**src/rtl/bfx_pkg.sv**
```systemverilog
package bfx_pkg;
    parameter int DATA_W = 32;
    localparam int IDX_W = $clog2(DATA_W);
    localparam int LEN_W = IDX_W + 1;

    typedef enum logic {
        OP_EXTRACT = 1'b0,
        OP_INSERT  = 1'b1
    } bfx_op_e;

    typedef struct packed {
        logic [DATA_W-1:0] res;
        logic              bad;
    } bfx_state_t;
endpackage

```
**src/rtl/bfx_range_check.sv**
```systemverilog
module bfx_range_check
    import bfx_pkg::*;
(
    input  logic [IDX_W-1:0] top_i,
    input  logic [LEN_W-1:0] len_i,
    output logic             bad_o,
    output logic [IDX_W-1:0] low_o
);
    logic [LEN_W:0] top_plus;
    logic [LEN_W:0] len_ext;

    always_comb begin
        top_plus = {{(LEN_W+1-IDX_W){1'b0}}, top_i} + 1'b1;
        len_ext  = {1'b0, len_i};
        bad_o    = (len_i == '0) || (len_ext > (LEN_W+1)'(DATA_W)) || (top_plus < len_ext);
        low_o    = IDX_W'(top_plus - len_ext);
    end
endmodule

```
**src/rtl/bfx_extract.sv**
```systemverilog
module bfx_extract
    import bfx_pkg::*;
(
    input  logic [DATA_W-1:0] word_i,
    input  logic [IDX_W-1:0]  top_i,
    input  logic [LEN_W-1:0]  len_i,
    output logic [DATA_W-1:0] field_o
);
    logic [LEN_W-1:0]  up_amt;
    logic [LEN_W-1:0]  down_amt;
    logic [DATA_W-1:0] raised;

    always_comb begin
        up_amt   = LEN_W'(DATA_W - 1) - {1'b0, top_i};
        down_amt = LEN_W'(DATA_W) - len_i;
        raised   = word_i << up_amt;
        field_o  = raised >> down_amt;
    end
endmodule

```
**src/rtl/bfx_insert.sv**
```systemverilog
module bfx_insert
    import bfx_pkg::*;
(
    input  logic [DATA_W-1:0] dst_i,
    input  logic [DATA_W-1:0] src_i,
    input  logic [IDX_W-1:0]  low_i,
    input  logic [LEN_W-1:0]  len_i,
    output logic [DATA_W-1:0] word_o
);
    logic [DATA_W-1:0] len_mask;
    logic [DATA_W-1:0] hole;
    logic [DATA_W-1:0] placed;

    always_comb begin
        if (len_i >= LEN_W'(DATA_W))
            len_mask = '1;
        else
            len_mask = (DATA_W'(1) << len_i) - DATA_W'(1);
        hole   = len_mask << low_i;
        placed = (src_i & len_mask) << low_i;
        word_o = (dst_i & ~hole) | placed;
    end
endmodule

```
**src/rtl/bfx_unit.sv**
```systemverilog
module bfx_unit
    import bfx_pkg::*;
(
    input  logic              clk,
    input  logic              rst_n,
    input  logic              op_i,
    input  logic [DATA_W-1:0] dst_i,
    input  logic [DATA_W-1:0] src_i,
    input  logic [IDX_W-1:0]  top_i,
    input  logic [LEN_W-1:0]  len_i,
    output logic [DATA_W-1:0] res_o,
    output logic              bad_o
);
    bfx_state_t        st_d, st_q;
    logic              range_bad;
    logic [IDX_W-1:0]  low_idx;
    logic [DATA_W-1:0] ext_word;
    logic [DATA_W-1:0] ins_word;

    bfx_range_check u_range (
        .top_i (top_i),
        .len_i (len_i),
        .bad_o (range_bad),
        .low_o (low_idx)
    );

    bfx_extract u_ext (
        .word_i  (dst_i),
        .top_i   (top_i),
        .len_i   (len_i),
        .field_o (ext_word)
    );

    bfx_insert u_ins (
        .dst_i  (dst_i),
        .src_i  (src_i),
        .low_i  (low_idx),
        .len_i  (len_i),
        .word_o (ins_word)
    );

    always_comb begin
        st_d.bad = range_bad;
        if (range_bad)
            st_d.res = dst_i;
        else if (bfx_op_e'(op_i) == OP_INSERT)
            st_d.res = ins_word;
        else
            st_d.res = ext_word;
    end

    always_ff @(posedge clk or negedge rst_n) begin
        if (!rst_n)
            st_q <= '0;
        else
            st_q <= st_d;
    end

    assign res_o = st_q.res;
    assign bad_o = st_q.bad;

    // Assertions beside the datapath they guard
    assert_err_rule_R6: assert property (@(posedge clk) disable iff (!rst_n)
        bad_o == ($past(len_i) == 0 || $past(len_i) > DATA_W ||
                  (32'($past(top_i)) + 1) < 32'($past(len_i))));

    assert_err_passthru_R7: assert property (@(posedge clk) disable iff (!rst_n)
        bad_o |-> res_o == $past(dst_i));

    assert_extract_zero_top_R2: assert property (@(posedge clk) disable iff (!rst_n)
        (!bad_o && $past(op_i) == 1'b0) |-> (64'(res_o) >> $past(len_i)) == 64'd0);

    assert_insert_keep_high_R5: assert property (@(posedge clk) disable iff (!rst_n)
        (!bad_o && $past(op_i) == 1'b1) |->
        ((64'(res_o ^ $past(dst_i))) >> (32'($past(top_i)) + 1)) == 64'd0);

    assert_insert_field_R4: assert property (@(posedge clk) disable iff (!rst_n)
        (!bad_o && $past(op_i) == 1'b1) |->
        ((64'(res_o) >> (32'($past(top_i)) + 1 - 32'($past(len_i)))) << (64 - 32'($past(len_i))))
        == (64'($past(src_i)) << (64 - 32'($past(len_i)))));
endmodule

```
**config.mk**
```make
export PLATFORM = sky130hd
export DESIGN_NAME = bfx_unit
export DESIGN_NICKNAME = d
export VERILOG_FILES = /design/src/rtl/bfx_pkg.sv /design/src/rtl/bfx_range_check.sv /design/src/rtl/bfx_extract.sv /design/src/rtl/bfx_insert.sv /design/src/rtl/bfx_unit.sv
export SDC_FILE = /design/constraint.sdc
export NUM_CORES = 1
export LEC_CHECK = 0
export ABC_AREA = 1
export BUFFER_PORTS_ARGS = -buffer_cell sky130_fd_sc_hd__buf_4
export CELL_PAD_IN_SITES_DETAIL_PLACEMENT = 0
export CELL_PAD_IN_SITES_GLOBAL_PLACEMENT = 1
export CORE_ASPECT_RATIO = 0.6
export CORE_MARGIN = 5
export CORE_UTILIZATION = 37
export DETAILED_ROUTE_END_ITERATION = 12
export GPL_TIMING_DRIVEN = 0
export PLACE_DENSITY_LB_ADDON = 0.1
export SYNTH_ARGS = -nofsm -noshare
export SYNTH_HDL_FRONTEND = slang
export SYNTH_HIERARCHICAL = 1
export SYNTH_SLANG_ARGS = --single-unit
export TNS_END_PERCENT = 50
```
**constraint.sdc**
```tcl
create_clock -name clk -period 0.8 [get_ports clk]
set_input_delay 0.08 -clock clk [delete_from_list [all_inputs] [get_ports clk]]
set_output_delay 0.08 -clock clk [all_outputs]
set_load 0.05 [all_outputs]
```
---- Word level (Yosys, flattened, before mapping) ----
Cells that the tools add are included.
operators by class
  magnitude comparators ................... 3
  bitwise operators ....................... 4
  shifts and indexed selects .............. 5
  add/sub/neg operators ................... 5
  reductions and logical operators ........ 3
  multiplexer cells ....................... 3
operators with widths
  kind                                                                   count
  32-bit two-way mux                                                     3
  32-bit AND                                                             2
  32-bit by 5-bit left shift with 32-bit output                          2
  32-bit NOT                                                             1
  32-bit bitwise OR                                                      1
  1-bit by 6-bit left shift with 32-bit output (first input constant)    1
  32-bit by 6-bit left shift with 32-bit output                          1
  32-bit by 6-bit >> shifter with 32-bit output                          1
  32-bit by 2-bit subtractor with 32-bit output (second input constant)  1
  5-bit by 1-bit adder with 6-bit output (second input constant)         1
  6-bit greater-or-equal comparator (second input constant)              1
  6-bit greater-than comparator (second input constant)                  1
  6-bit logical NOT                                                      1
  6-bit less-than comparator                                             1
  5-bit by 5-bit subtractor with 6-bit output (first input constant)     1
  6-bit subtractor (first input constant)                                1
  5-bit subtractor                                                       1
  1-bit logical OR                                                       2
word-level totals
  logic and storage cells ................. 25
  bits in registers ....................... 33
  output and inout bits ................... 33
  input port bits ......................... 78

---- Logic depth before layout (Yosys ltp) ----
  depth in word-level cells ............... 9
  gate-level depth with buffers ........... 25
  depth with buffers taken out ............ 25

---- Modules after synthesis ----
The synthesis kept the hierarchy.
by module, submodules not included
  module           times used  area each (µm²)  sequential area each (µm²)  cells each
  bfx_insert       1           4789.6           0.0                         1004
  bfx_extract      1           3595.9           0.0                         720
  bfx_unit         1           1901.8           825.8                       273
  bfx_range_check  1           325.3            0.0                         53

---- Least setup slack after synthesis ----
No wires, ideal clock.
  path type ............................... input-to-reg
  start ................................... in top_i[0]
  end ..................................... reg st_q (netlist bit res_o[24])
  stages .................................. 16
  setup slack ............................. -1.744 ns
  data required time ...................... 0.683 ns
  path buffers ............................ 3
  arrival time ............................ 2.427 ns
  setup time .............................. 0.117 ns
  cell sequence ........................... ha_1 fa_1 clkbuf_1 buf_1 clkbuf_1 nand3_1 nand3_1 nand2_1 nand2_1 nand2_1 a21oi_1 nand2_1 inv_1 nand2_1 nand3_1 nand2_1
RTL lines
  what                  line            source
  from (decl)           bfx_unit.sv:9   input logic [IDX_W-1:0] top_i,
  to (signal assigned)  bfx_unit.sv:56  st_q <= st_d;
  to (decl)             bfx_unit.sv:14  bfx_state_t st_d, st_q;

==> impl_metrics.tcl <==
set metrics [dict create \
    io_buffers 109 \
    crit_top_cell "nand2_2" \
    comb_power_share_pct 85.5 \
    seq_area_um2 825.8 \
    diodes 0 \
    synth_area_leaders "nand3_1, nand2_1, dfrtp_1" \
    cap_viol_max_count 0 \
    drc 0 \
    cts-htree-levels 2 \
    status "finished, violations left" \
    cts_tree "yes" \
    route.met2.wl_mm 24.21 \
    fmax_mhz 386.3 \
    max_slew.worst_pin.slew_ns 0.7493 \
    power_per_cell_area_nw_per_um2 1635 \
    top_layer_used "met5" \
    utilization_pct 57.12 \
    worstPathCellList "buf_8, buf_12, nor2_8, nand4_1, ha_4, buf_6, nand4_1, nand3_4, nand2_4, nand2_2, nand2_2, nand2_2, o211ai_1, nand3_1, nand2_2, buf_4, o21ai_1, inv_1, nand2_1, nand3_2, nand2_1" \
    placed_area_um2 12050 \
    final_antenna_net_count 0 \
    num_rows 48 \
    ys.flop_type "dfrtp_1" \
    path_max_fanout 6 \
    cp.required_ns 0.97 \
    cts_buffer_depth 2 \
    vias 17000 \
    leakage_uw 0.008086 \
    synth_seq_cells 33 \
    fp.dieW_um 228.6 \
    final_area_um2 16290 \
    mappedNetlistArea_um2 10610 \
    clk_pin_slew_ns 0.05 \
    met3WireLength_mm 13.69 \
    clock_sinks 33 \
    drt-wirelength-per-cell_um 26.44 \
    clock-root-buffer "clkbuf_16" \
    syn-num-nets 2138 \
    layout_commonest_cell "nand3_1" \
    power_uw 26640 \
    grt_first_pass_wirelength_mm 97.40 \
    power.switching_uw 15980 \
    rsz0062_at_grt "yes" \
    internal_power_uw 10660 \
    avgSynthCellArea_um2 5.177 \
    critPathKind "in2reg" \
    boundaryPins 111 \
    critPathArrivalTime_ns 2.75 \
    yosys_warnings 6 \
    synth_top_area_share_pct 33.06 \
    drtIter0Drc 2922 \
    hold_viol 0 \
    cp_top_family "simple AND/OR/NAND/NOR gates" \
    seq_area_frac_synth_pct 7.781 \
    vdd_drop_max_uv 801.9 \
    multiInputGateArea_um2 10950 \
    sw_frac_of_total_pct 59.97 \
    final_cell_mix "nand3_1, nand2_1, nand3_2, buf_4, nand2_2" \
    fin_ws_ns -1.788 \
    fillers 2802 \
    hold_class "in2reg" \
    grt_max_degree 34 \
    critical-path-max-stage-delay_ns 0.29 \
    area_growth_pct 53.54 \
    violations "setup timing" \
    viasPerCell 6.446 \
    first_pass_iters 8 \
    fp.dieH_um 141.2 \
    antenna_found_initial 0 \
    start_util_pct 37.20 \
    slew_headroom_pct 50.05 \
    syn_inst 2050 \
    slew_viol_final 0 \
    drt-met1-wl_mm 30.66 \
    first_global_vias 14880 \
    async_flop_share_pct 100.0 \
    wirelength_mm 69.72 \
    nets 2350 \
    synth-edff-count 0 \
    groute.usage.overall_pct 39.61 \
    coreArea_um2 28530 \
    pwr-share-seq_pct 7.3 \
    layout-drive-gt1-share_pct 41.60 \
    routabilityCongestion 1.118 \
    yosysUniqueCellTypes 54 \
    clockPowerShare_pct 7.2 \
    dieArea_um2 32280 \
    slowest_stage "ha_4" \
    min_period_over_period_pct 323.6 \
    cts_buffers 5 \
    synth_top_area_cell "nand3_1" \
    path_buf_inv 5 \
    grt_overflow 0 \
    crit_path_end_kind "flip-flop" \
    post-route-min-period_ns 2.588 \
    place_hpwl_mm 54.32 \
    start_kind "primary input" \
    finalSetupViolCount 66 \
]
-- layout make-up --
| type | instances | area share, % |
|---|---|---|
| flip-flops and latches | 33 | 5.068 |
| multi-input cells | 1728 | 67.17 |
| inverters | 145 | 3.901 |
| clock buffers | 6 | 0.8523 |
| plain buffers | 141 | 8.162 |
| well taps | 375 | 2.880 |
| repair buffers | 208 | 11.92 |
| clock inverters | 1 | 0.04607 |
-- cells by family after synthesis --
group           Yosys count  synth area share (%)
simple gates           1611                 72.08
fa+ha+maj                10                 1.250
xor+xnor                  7                0.5777
buf+inv                 289                 12.65
flops                    33                 7.781
mux                       2                0.1886
compound gates           98                 5.470
-- metal layers --
| layer | up-vias | GRT usage, % |
|---|---|---|
| li1 | 7364 | - |
| met4 | 4 | 2.831 |
| met2 | 1416 | 46.92 |
| met1 | 8073 | 61.32 |
| met5 | - | 0 |
| met3 | 142 | 23.11 |
-- Yosys cell counts, drive strengths merged (4+ instances only) --
master,n
nand3,736
nand4,60
dfrtp,33
or2,5
ha,9
buf,95
clkbuf,49
a21oi,13
inv,140
nor2,103
and3,5
nor3,6
xor2,4
o21ai,54
nand2,687
o211ai,20
clkinv,5
-- through the flow --
step           TNS [ns]  setup slack, ns  std cells  hold slack, ns
6_report         -56.66           -1.788       2637          0.1059
3_3_place_gp     -79.33           -2.581       2534         0.02992
5_1_grt          -59.58           -1.846       2637         0.09384
4_1_cts          -48.69           -1.499       2607         0.08767
3_5_place_dp     -79.92           -2.640       2534         0.04544
2_1_floorplan    -41.73           -1.346       2050         -0.2156
-- sequential cells by signal (all words and copies together), names as in the netlist --
register and cells:
res_o 32, bad_o 1
-- what timing repair did --
action / CTS / global route
buffers inserted: 60 / 32
hold endpoints to repair: 33 / 0
hold buffers: 1 / 0
pin swaps: 149 / 144
gates cloned: 8 / 1
gates resized for setup: 560 / 261
setup endpoints to repair: 66 / 66
-- path summary, 6_finish.rpt --
check,startpoint,end,slack (ns),cells past startpoint
max,len_i[5],res_o[9],-1.79,21
min,dst_i[12],res_o[12],0.11,3
max in group asynchronous,rst_n,bad_o,0.20,2
min in group asynchronous,rst_n,res_o[31],0.30,2
-- power groups by stage --
stage / Clock [µW] / Combinational [µW] / Sequential (µW)
after floorplan: 0 / 10100 / 2570
after detailed placement: 0 / 16400 / 1930
after CTS: 1940 / 19800 / 1940
after global placement: 0 / 16500 / 1920
after global routing: 2020 / 23700 / 1960
final: 1920 / 22800 / 1940
Note: power is estimated with default switching activity, not from simulation.
